`config.mk`:
```
export PLATFORM = sky130hd
export DESIGN_NAME = spi_flash_window
export DESIGN_NICKNAME = d
export VERILOG_FILES = /design/src/rtl/spi_flash_window.sv
export SDC_FILE = /design/constraint.sdc
export NUM_CORES = 1
export LEC_CHECK = 0
export BUFFER_PORTS_ARGS = -buffer_cell sky130_fd_sc_hd__buf_4
export CORE_AREA = 2 2 162 164
export CTS_CLUSTER_SIZE = 20
export DETAILED_ROUTE_END_ITERATION = 10
export DIE_AREA = 0 0 164 166
export MAX_ROUTING_LAYER = met4
export SYNTH_ARGS = -nofsm -noshare
export SYNTH_HDL_FRONTEND = slang
export SYNTH_SLANG_ARGS = --single-unit
```
`constraint.sdc`:
```
create_clock -name clk -period 7.2 [get_ports clk]
set_input_delay 1.08 -clock clk [delete_from_list [all_inputs] [get_ports clk]]
set_output_delay 1.08 -clock clk [all_outputs]
set_load 0.05 [all_outputs]
```
`src/rtl/spi_flash_window.sv`:
```
module spi_flash_window #(
  parameter int NUM_CS   = 2,
  parameter int SEG_BITS = 16,
  localparam int CSW     = (NUM_CS > 1) ? $clog2(NUM_CS) : 1
) (
  input  logic              clk,
  input  logic              rst_n,
  input  logic              ctrl_we,
  input  logic              conf_we,
  input  logic [CSW-1:0]    reg_idx,
  input  logic [31:0]       reg_wdata,
  input  logic              bus_req,
  input  logic              bus_we,
  input  logic [CSW-1:0]    bus_sel,
  input  logic [31:0]       bus_addr,
  input  logic [1:0]        bus_size,
  input  logic [31:0]       bus_wdata,
  output logic              bus_ack,
  output logic [31:0]       bus_rdata,
  output logic              err_nocmd,
  output logic              err_range,
  output logic              err_mode,
  output logic              spi_sclk,
  output logic              spi_mosi,
  input  logic              spi_miso,
  output logic [NUM_CS-1:0] spi_cs_n
);

  localparam logic [1:0]  M_RD = 2'd0, M_WR = 2'd2, M_USR = 2'd3;
  localparam int          B_STOP = 2, B_WIDE = 8;
  localparam logic [31:0] SEG_MASK = (SEG_BITS >= 32) ? 32'hFFFF_FFFF
                                     : ((32'd1 << SEG_BITS) - 32'd1);

  logic [1:0]        mode_q [NUM_CS];
  logic [7:0]        op_q   [NUM_CS];
  logic [NUM_CS-1:0] wide_q, stop_q, wen_q;

  logic              busy, ack_q, auto_q, wr_q, ph;
  logic [2:0]        bc;
  logic [3:0]        bidx, btot, hdr;
  logic [CSW-1:0]    cur;
  logic [71:0]       frame;
  logic [7:0]        rx;
  logic [31:0]       rdata_q;
  logic              e_cmd, e_rng, e_mode;

  logic unused_wd;
  assign unused_wd = ^reg_wdata;

  wire              idx_ok = 32'(reg_idx) < NUM_CS;
  wire              sel_ok = 32'(bus_sel) < NUM_CS;
  wire [CSW-1:0]    sel_c  = sel_ok ? bus_sel : '0;
  wire [1:0]        mode   = mode_q[sel_c];
  wire [7:0]        opf    = op_q[sel_c];
  wire              wide   = wide_q[sel_c];
  wire [31:0]       maddr  = bus_addr & SEG_MASK;
  wire              oor    = (bus_addr & ~SEG_MASK) != 32'd0;
  wire [31:0]       dseq   = bus_we ? {bus_wdata[7:0], bus_wdata[15:8],
                                       bus_wdata[23:16], bus_wdata[31:24]} : 32'd0;
  wire [3:0]        nb     = (bus_size == 2'd0) ? 4'd1 : (bus_size == 2'd1) ? 4'd2 : 4'd4;
  wire [7:0]        opc    = (mode == M_RD) ? 8'h03 : opf;
  wire [3:0]        hlen   = wide ? 4'd5 : 4'd4;

  wire go   = bus_req && !busy && !ack_q;
  wire drop = bus_we && !(sel_ok && wen_q[sel_c]);
  wire usr  = sel_ok && (mode == M_USR);
  wire bad  = !sel_ok || (bus_we != (mode == M_WR));

  wire [1:0] di = 2'(bidx - hdr);

  always_ff @(posedge clk or negedge rst_n) begin
    if (!rst_n) begin
      for (int i = 0; i < NUM_CS; i++) begin
        mode_q[i] <= 2'd0;
        op_q[i]   <= 8'd0;
      end
      wide_q  <= '0;
      stop_q  <= '1;
      wen_q   <= '0;
      busy    <= 1'b0;
      ack_q   <= 1'b0;
      auto_q  <= 1'b0;
      wr_q    <= 1'b0;
      ph      <= 1'b0;
      bc      <= 3'd0;
      bidx    <= 4'd0;
      btot    <= 4'd0;
      hdr     <= 4'd0;
      cur     <= '0;
      frame   <= '0;
      rx      <= 8'd0;
      rdata_q <= 32'd0;
      e_cmd   <= 1'b0;
      e_rng   <= 1'b0;
      e_mode  <= 1'b0;
    end else begin
      ack_q <= 1'b0;
      if (ctrl_we && idx_ok) begin
        mode_q[reg_idx] <= reg_wdata[1:0];
        op_q[reg_idx]   <= reg_wdata[23:16];
        wide_q[reg_idx] <= reg_wdata[B_WIDE];
        stop_q[reg_idx] <= reg_wdata[B_STOP];
      end
      if (conf_we)
        wen_q <= reg_wdata[NUM_CS-1:0];

      if (go) begin
        rdata_q <= 32'd0;
        cur     <= sel_c;
        wr_q    <= bus_we;
        auto_q  <= 1'b0;
        ph      <= 1'b0;
        bc      <= 3'd0;
        bidx    <= 4'd0;
        if (drop) begin
          ack_q <= 1'b1;
        end else if (usr) begin
          busy  <= 1'b1;
          hdr   <= 4'd0;
          btot  <= nb;
          frame <= {dseq, 40'd0};
        end else if (bad) begin
          ack_q  <= 1'b1;
          e_mode <= 1'b1;
        end else begin
          busy   <= 1'b1;
          auto_q <= 1'b1;
          hdr    <= hlen;
          btot   <= hlen + nb;
          frame  <= wide ? {opc, maddr, dseq} : {opc, maddr[23:0], dseq, 8'd0};
          stop_q[sel_c] <= 1'b0;
          if (oor) e_rng <= 1'b1;
          if (mode != M_RD && opf == 8'd0) e_cmd <= 1'b1;
        end
      end else if (busy) begin
        if (!ph) begin
          ph <= 1'b1;
          rx <= {rx[6:0], spi_miso};
        end else begin
          ph    <= 1'b0;
          frame <= {frame[70:0], 1'b0};
          bc    <= bc + 3'd1;
          if (bc == 3'd7) begin
            if (bidx >= hdr && !wr_q)
              rdata_q[{di, 3'b000} +: 8] <= rx;
            bidx <= bidx + 4'd1;
            if (bidx == btot - 4'd1) begin
              busy  <= 1'b0;
              ack_q <= 1'b1;
              if (auto_q) stop_q[cur] <= 1'b1;
            end
          end
        end
      end
    end
  end

  assign bus_ack   = ack_q;
  assign bus_rdata = rdata_q;
  assign err_nocmd = e_cmd;
  assign err_range = e_rng;
  assign err_mode  = e_mode;
  assign spi_sclk  = busy & ph;
  assign spi_mosi  = frame[71];
  assign spi_cs_n  = stop_q;

  p_ack_pulse_r12: assert property (@(posedge clk) disable iff (!rst_n)
    bus_ack |=> !bus_ack);

  p_mosi_hold_r12: assert property (@(posedge clk) disable iff (!rst_n)
    busy && !spi_sclk |=> $stable(spi_mosi));

  p_cs_low_frame_r4: assert property (@(posedge clk) disable iff (!rst_n)
    busy && auto_q |-> !spi_cs_n[cur]);

  p_cs_release_r4: assert property (@(posedge clk) disable iff (!rst_n)
    bus_ack && auto_q |-> spi_cs_n[cur]);

  p_drop_r9: assert property (@(posedge clk) disable iff (!rst_n)
    go && drop |=> bus_ack && !busy && !spi_sclk);

  p_illegal_r13: assert property (@(posedge clk) disable iff (!rst_n)
    go && !drop && !usr && bad |=> bus_ack && err_mode && bus_rdata == 32'd0);

  p_err_sticky_r13: assert property (@(posedge clk) disable iff (!rst_n)
    err_mode |=> err_mode);

  p_cmd_sticky_r3: assert property (@(posedge clk) disable iff (!rst_n)
    err_nocmd |=> err_nocmd);

endmodule

```
==> reports/results.ini, run 1 <==
[run_status]
run_status = finished clean

[placed_design]
place_area_um2 = 9787
gp_congestion = 0.7753
pre_cts_slack_ns = 3.020
port_buffers = 126
place_hpwl_mm = 15.43

[clocking]
cts_tree = built
cts_buffer_depth = 2
root_buffer = clkbuf_16
insertion_delay_ns = 0.43
cts_max_level = 4
numCtsBuffers = 17
ctsResizeCount = 0
ctsHoldBuffers = 0
post_cts_buffers = 0
cts_sinks = 160
path_clk_slew_ns = 0.07

[synthesis]
syn_area_per_cell_um2 = 10.74
netlist.area_leader.share = 0.4612
synthMuxAreaShare = 0.2458
synth_area_leaders = dfrtp_1 46%, mux2i_1 10%, mux2_1 7.2%, mux2_2 6.4%, nand2_1 6.4%
post-synth-top-count-cell = dfrtp_1
syn_area_um2 = 8573
synth-xor-area-share = 0.01328
yosysSeqAreaShare = 0.4673
yosys_most_used_dff = dfrtp_1
synth-edff-count = 0
synth.distinct_cells = 57
syn_inst = 798
yosys.area_share.simple = 0.1191
ys_async_sr_fraction = 1.000
synth_top_family_by_area = multiplexers
synth_compound_area_frac = 0.1022
yosysWarnings = 0
synth_area_leader_cell = dfrtp_1
synthTopCellsByCount = 158 x dfrtp_1, 146 x nand2_1, 89 x mux2i_1
synth_adder_area_share = 0.01751
syn-num-nets = 917
postSynthRegisterBits = 160

[flow_run]
cap_viol_max_count = 0

[sta]
relSlewSlack = 0.2110
hold_viol = 0
tns_ns = 0
period_share = 0.5161
hold_ws_ns = 0.4684
worst_pin_slew_ns = 1.173
final.min_clock_period_ns = 3.716
fin_ws_ns = 3.484
rsz0062_at_grt = false
finalSetupViolations = 0
clock.fmax_mhz = 269.1
drv_slew = 0
skew_ns = 0.01118

[drt]
wl_met1_mm = 10.62
drc_errors = 0
viasPerCell = 5.185
avgRoutedWirePerCell_um = 18.08
vias = 6461
met3WireLength_um = 862
wl_met2_mm = 10.76
dr.pass1.iters = 5
wl_mm = 22.53
top_layer_used = met4
drt-initial-drc-count = 473
ant_nets = 0

[global_route]
gr-total-overflow = 0
grt_antenna_before_repair = 0
globalRouteTotalUtil = 0.1769
grt_max_degree = 91
grt_pass1_vias = 6627
grt_pass1_wl_mm = 36.76

[worst_setup_path]
startpoint = bus_sel
crit_required_ns = 7.52
crit_path_max_fanout = 43
path_class = in -> reg
cp-endpoint = frame[38]
r2r-end = frame[38]
startpoint_type = input pin
rrSetupSlack_ns = 3.80
worstSetupEndpointType = flop
crit-reg2reg-launch = mode_q[3]
worstPathArrival_ns = 4.03
ff2ff_path_depth = 5

[power]
powerDensity_nw_per_um2 = 325.5
p_leak_nw = 4.942
finalPower_mw = 3.375
vdd_drop_max_mv = 0.1593

[final_layout]
multi_input_area_um2 = 4288
seq_area_um2 = 4006
area_growth_pct = 20.93
fillers = 2528
finalInstanceArea_um2 = 10370
nets = 1017
n_antenna_cell = 0
drive_gt1_frac = 0.2536

[die]
ios = 147
dieArea_um2 = 27220
num_rows = 59
core_area_um2 = 25620
start_util = 0.3347
die_height_um = 166
die_w_um = 164

[min_path]
worstHoldPathType = reg -> reg

-- layout make-up --
class / count / area share
Timing Repair Buffer: 132 / 0.09595
Clock inverter: 12 / 0.01195
Sequential cell: 160 / 0.3864
Multi-Input combinational cell: 566 / 0.4136
Tap cell: 335 / 0.04043
Clock buffer: 20 / 0.04405
Inverter: 21 / 0.007603
-- per-layer routing --
metal  GRT usage  vias to the layer above
met2      0.2758                      153
met3     0.03097                       19
met1      0.2401                     3245
met4     0.04157                        0
met5           -                        -
li1            -                     3044
-- through the flow --
step	utilization	std cells
after floorplan	-	798
after global placement	0.3821	1214
after detailed placement	0.3821	1214
after CTS	0.4047	1246
after global routing	0.4047	1246
final	0.4047	1246
-- flip-flops by register name, summed over array words and instances, names as in the netlist, 2 cells and up --
name	count
bidx	4
bc	3
frame	72
wide_q	2
op_q	16
hdr	2
wen_q	2
rx	8
mode_q	4
spi_cs_n	2
bus_rdata	32
btot	4
-- cells in the final DEF, fill, tap and decap left out, types with 3 or more instances in the layout --
cell type   synthesis  layout
a21o_1              3       3
a21oi_1             5       5
a222oi_1            8       8
a32o_1              7       7
and2_1             16      16
and4_1              3       3
buf_4               6     131
clkbuf_16           0      17
clkinv_4            0       3
clkinvlp_4          0       4
dfrtp_1           158     158
ha_1               12      12
inv_1              20      20
inv_6               0       3
mux2_1             55      55
mux2_2             49      49
mux2i_1            89      88
nand2_1           146     146
nand2b_1            3       3
nand3_1            12      12
nand4_1             7       7
nor2_1             13      13
nor3_1              4       4
nor4_1              9       9
o211ai_1           28      28
o21ai_0            43      43
o21ai_1             3       3
o311ai_2            4       4
xnor2_1             5       5
xor2_1              8       8
-- kinds of logic after synthesis --
| kind of cell | count (synthesis) |
|---|---|
| simple gates | 225 |
| mux | 195 |
| flops | 160 |
| compound gates | 121 |
| buf+inv | 72 |
| xor+xnor | 13 |
| fa+ha+maj | 12 |
-- power breakdown --
group / total [mW] / switching, mW / internal (mW)
Combinational: 1.15 / 0.626 / 0.519
Clock: 0.898 / 0.397 / 0.502
Sequential: 1.33 / 0.184 / 1.15
Total: 3.37 / 1.21 / 2.17
-- how the worst min path moves through the flow --
stage	depth (start not counted)	from	slack, ns	end
after floorplan	1	cur	0.43	spi_cs_n[0]
after global placement	1	err_range	0.44	err_range
after detailed placement	1	err_range	0.46	err_range
after CTS	1	err_range	0.48	err_range
after global routing	1	err_nocmd	0.50	err_nocmd
final	1	err_range	0.47	err_range
-- worst max-delay path, stage by stage --
cell     delay [ns]
buf_4          0.31
mux4_2         0.65
a21oi_4        0.89
buf_4          0.66
mux2_2         0.40
Power figures use the tool's default switching activity.
==> run 2, diff against run 1 <==
- clock period: 7.2 -> 3.25 ns (I/O delays scaled with it)
==> run 2 against run 1 <==
Hold slack lost 0.40 ns. Cell count grew 1.1%. Global-route usage shrank 0.078 points. Non-clock buffer count grew 14. Sequential power grew 120%. Die area is the same. Via count grew 0.93%.
==> reports/results.ini, run 2 (same netlist as run 1, synthesis figures left out) <==
[clocking]
ctsHoldBuffers = 0  ; unchanged
path_clk_slew_ns = 0.07  ; about the same
insertion_delay_ns = 0.43  ; about the same
cts_sinks = 160  ; unchanged
cts_tree = built
cts_max_level = 4  ; unchanged
cts_buffer_depth = 2  ; unchanged
numCtsBuffers = 17  ; unchanged
ctsResizeCount = 0  ; unchanged
post_cts_buffers = 0  ; unchanged
root_buffer = clkbuf_16

[power]
finalPower_mw = 7.616  ; +130%
netSwitchingFraction = 0.3505  ; -0.007155
clockPowerShare = 0.275  ; +0.009
seq_power_share = 0.388  ; -0.006
powerDensity_nw_per_um2 = 723.7  ; +120%
vdd_drop_max_mv = 0.3642  ; +130%
combPwrFrac = 0.337  ; -0.002
p_sw_mw = 2.669  ; +120%
p_leak_nw = 5.035  ; +1.9%
internal-power_mw = 4.947  ; +130%

[die]
ios = 147  ; unchanged
core_area_um2 = 25620  ; unchanged
num_rows = 59  ; unchanged
start_util = 0.3347  ; unchanged
die_w_um = 164  ; unchanged
die_height_um = 166  ; unchanged
dieArea_um2 = 27220  ; unchanged

[min_path]
worstHoldPathType = in -> async

[final_layout]
layout_commonest_cell = dfrtp_1
post-route-util = 0.4108  ; +0.006106
largest_register_ffs = 72  ; unchanged
regMostFlops = frame
n_antenna_cell = 0  ; unchanged
finalInstanceArea_um2 = 10520  ; +1.5%
area_growth_pct = 22.75
drive_gt1_frac = 0.2649  ; +0.01130
nets = 1031  ; +1.4%
final_cell_mix = 158 x dfrtp_1, 146 x nand2_1, 143 x buf_4
layoutNonFillerInstCount = 1260  ; +1.1%

[sta]
skew_ns = 0.01312  ; +0.001945 ns
final.min_clock_period_ns = 2.461
hold_viol = 0  ; unchanged
period_share = 0.7572
worst_pin_slew_ns = 0.9778  ; -0.1948 ns
clock.fmax_mhz = 406.3
tns_ns = 0  ; unchanged
relSlewSlack = 0.3471  ; +0.1360
finalSetupViolations = 0  ; unchanged
rsz0062_at_grt = false
drv_slew = 0  ; unchanged
fin_ws_ns = 0.7890  ; -2.695 ns
hold_ws_ns = 0.06931  ; -0.3991 ns

[drt]
vias = 6521  ; +0.93%
drt-initial-drc-count = 454  ; -4.0%
wl_mm = 22.49  ; -0.18%
viasPerCell = 5.175  ; -0.19%
drc_errors = 0  ; unchanged
avgRoutedWirePerCell_um = 17.85  ; -1.3%
ant_nets = 0  ; unchanged
dr.pass1.iters = 9  ; +4

[placed_design]
place_hpwl_mm = 15.67  ; +1.6%
gp_congestion = 0.7757  ; about the same
place_area_um2 = 9917  ; +1.3%
port_buffers = 126  ; unchanged
pre_cts_slack_ns = 0.6659  ; -2.354 ns
dp_cells = 1228  ; +1.2%

[global_route]
grt_antenna_before_repair = 0  ; unchanged
grt_max_degree = 73  ; -20%
globalRouteTotalUtil = 0.1761  ; -0.0007780
gr-total-overflow = 0  ; unchanged
grt_pass1_wl_mm = 36.48  ; -0.75%
grt_pass1_vias = 6529  ; -1.5%

[worst_setup_path]
worstSetupEndpointType = flop
rrSetupSlack_ns = 0.79  ; -3.01 ns
crit-reg2reg-launch = mode_q[1]
worstPathArrival_ns = 2.77  ; -1.26 ns
startpoint = mode_q[1]
startpoint_type = flop
crit_required_ns = 3.56  ; -3.96 ns
crit_path_max_fanout = 72  ; +67%
path_class = reg -> reg

[flow_run]
cap_viol_max_count = 0  ; unchanged

[run_status]
run_status = finished clean

==> run 2: cell count changes in the layout (fill, tap and decap cells not counted) <==
cell        previous run  this run
buf_4                131       143
clkinv_4               3         0
buf_12                 0         2
bufinv_16              1         3
clkbuf_8               2         0
clkinv_2               0         2
inv_6                  3         5
clkinvlp_4             4         3
==> run 2: routing by layer <==
| metal | vias up | wire, um | GRT usage |
|---|---|---|---|
| met4 | 0 | 454 | 0.04920 |
| li1 | 3086 | - | - |
| met2 | 155 | 10670 | 0.2707 |
| met5 | - | 0 | - |
| met3 | 29 | 950 | 0.03097 |
| met1 | 3251 | 10410 | 0.2392 |
==> run 2: critical path, stage by stage, from the launching register on <==
cell and delay [ns]:
dfrtp_1 0.57, nand2b_1 0.15, mux4_2 0.59, a21oi_4 0.20, buf_12 0.35, mux2_2 0.39
==> run 2: layout make-up <==
cell class	instances	area, um2
Tap cell	335	419.2
Fill cell	2497	15090
Clock inverter	14	177.7
Multi-Input combinational cell	566	4288
Timing Repair Buffer	146	1125
Sequential cell	160	4006
Clock buffer	18	429.2
Inverter	21	78.83
==> run 2: path summary, 6_finish.rpt <==
check,end,depth (start not counted)
min in group clk,op_q[1],2
max reg2reg,frame[32],5
max in group asynchronous,frame[55],2
min reg2reg,err_range,1
max,frame[32],5
min,err_range,1
==> run 2: power by group through the flow <==
stage	Clock, mW	Combinational [mW]	Sequential [mW]
after detailed placement	0	2.59	2.99
after global placement	0	2.54	2.97
final	2.10	2.57	2.95
after global routing	2.23	2.86	3.03
after CTS	2.15	2.60	2.95
after floorplan	0	1.91	2.93
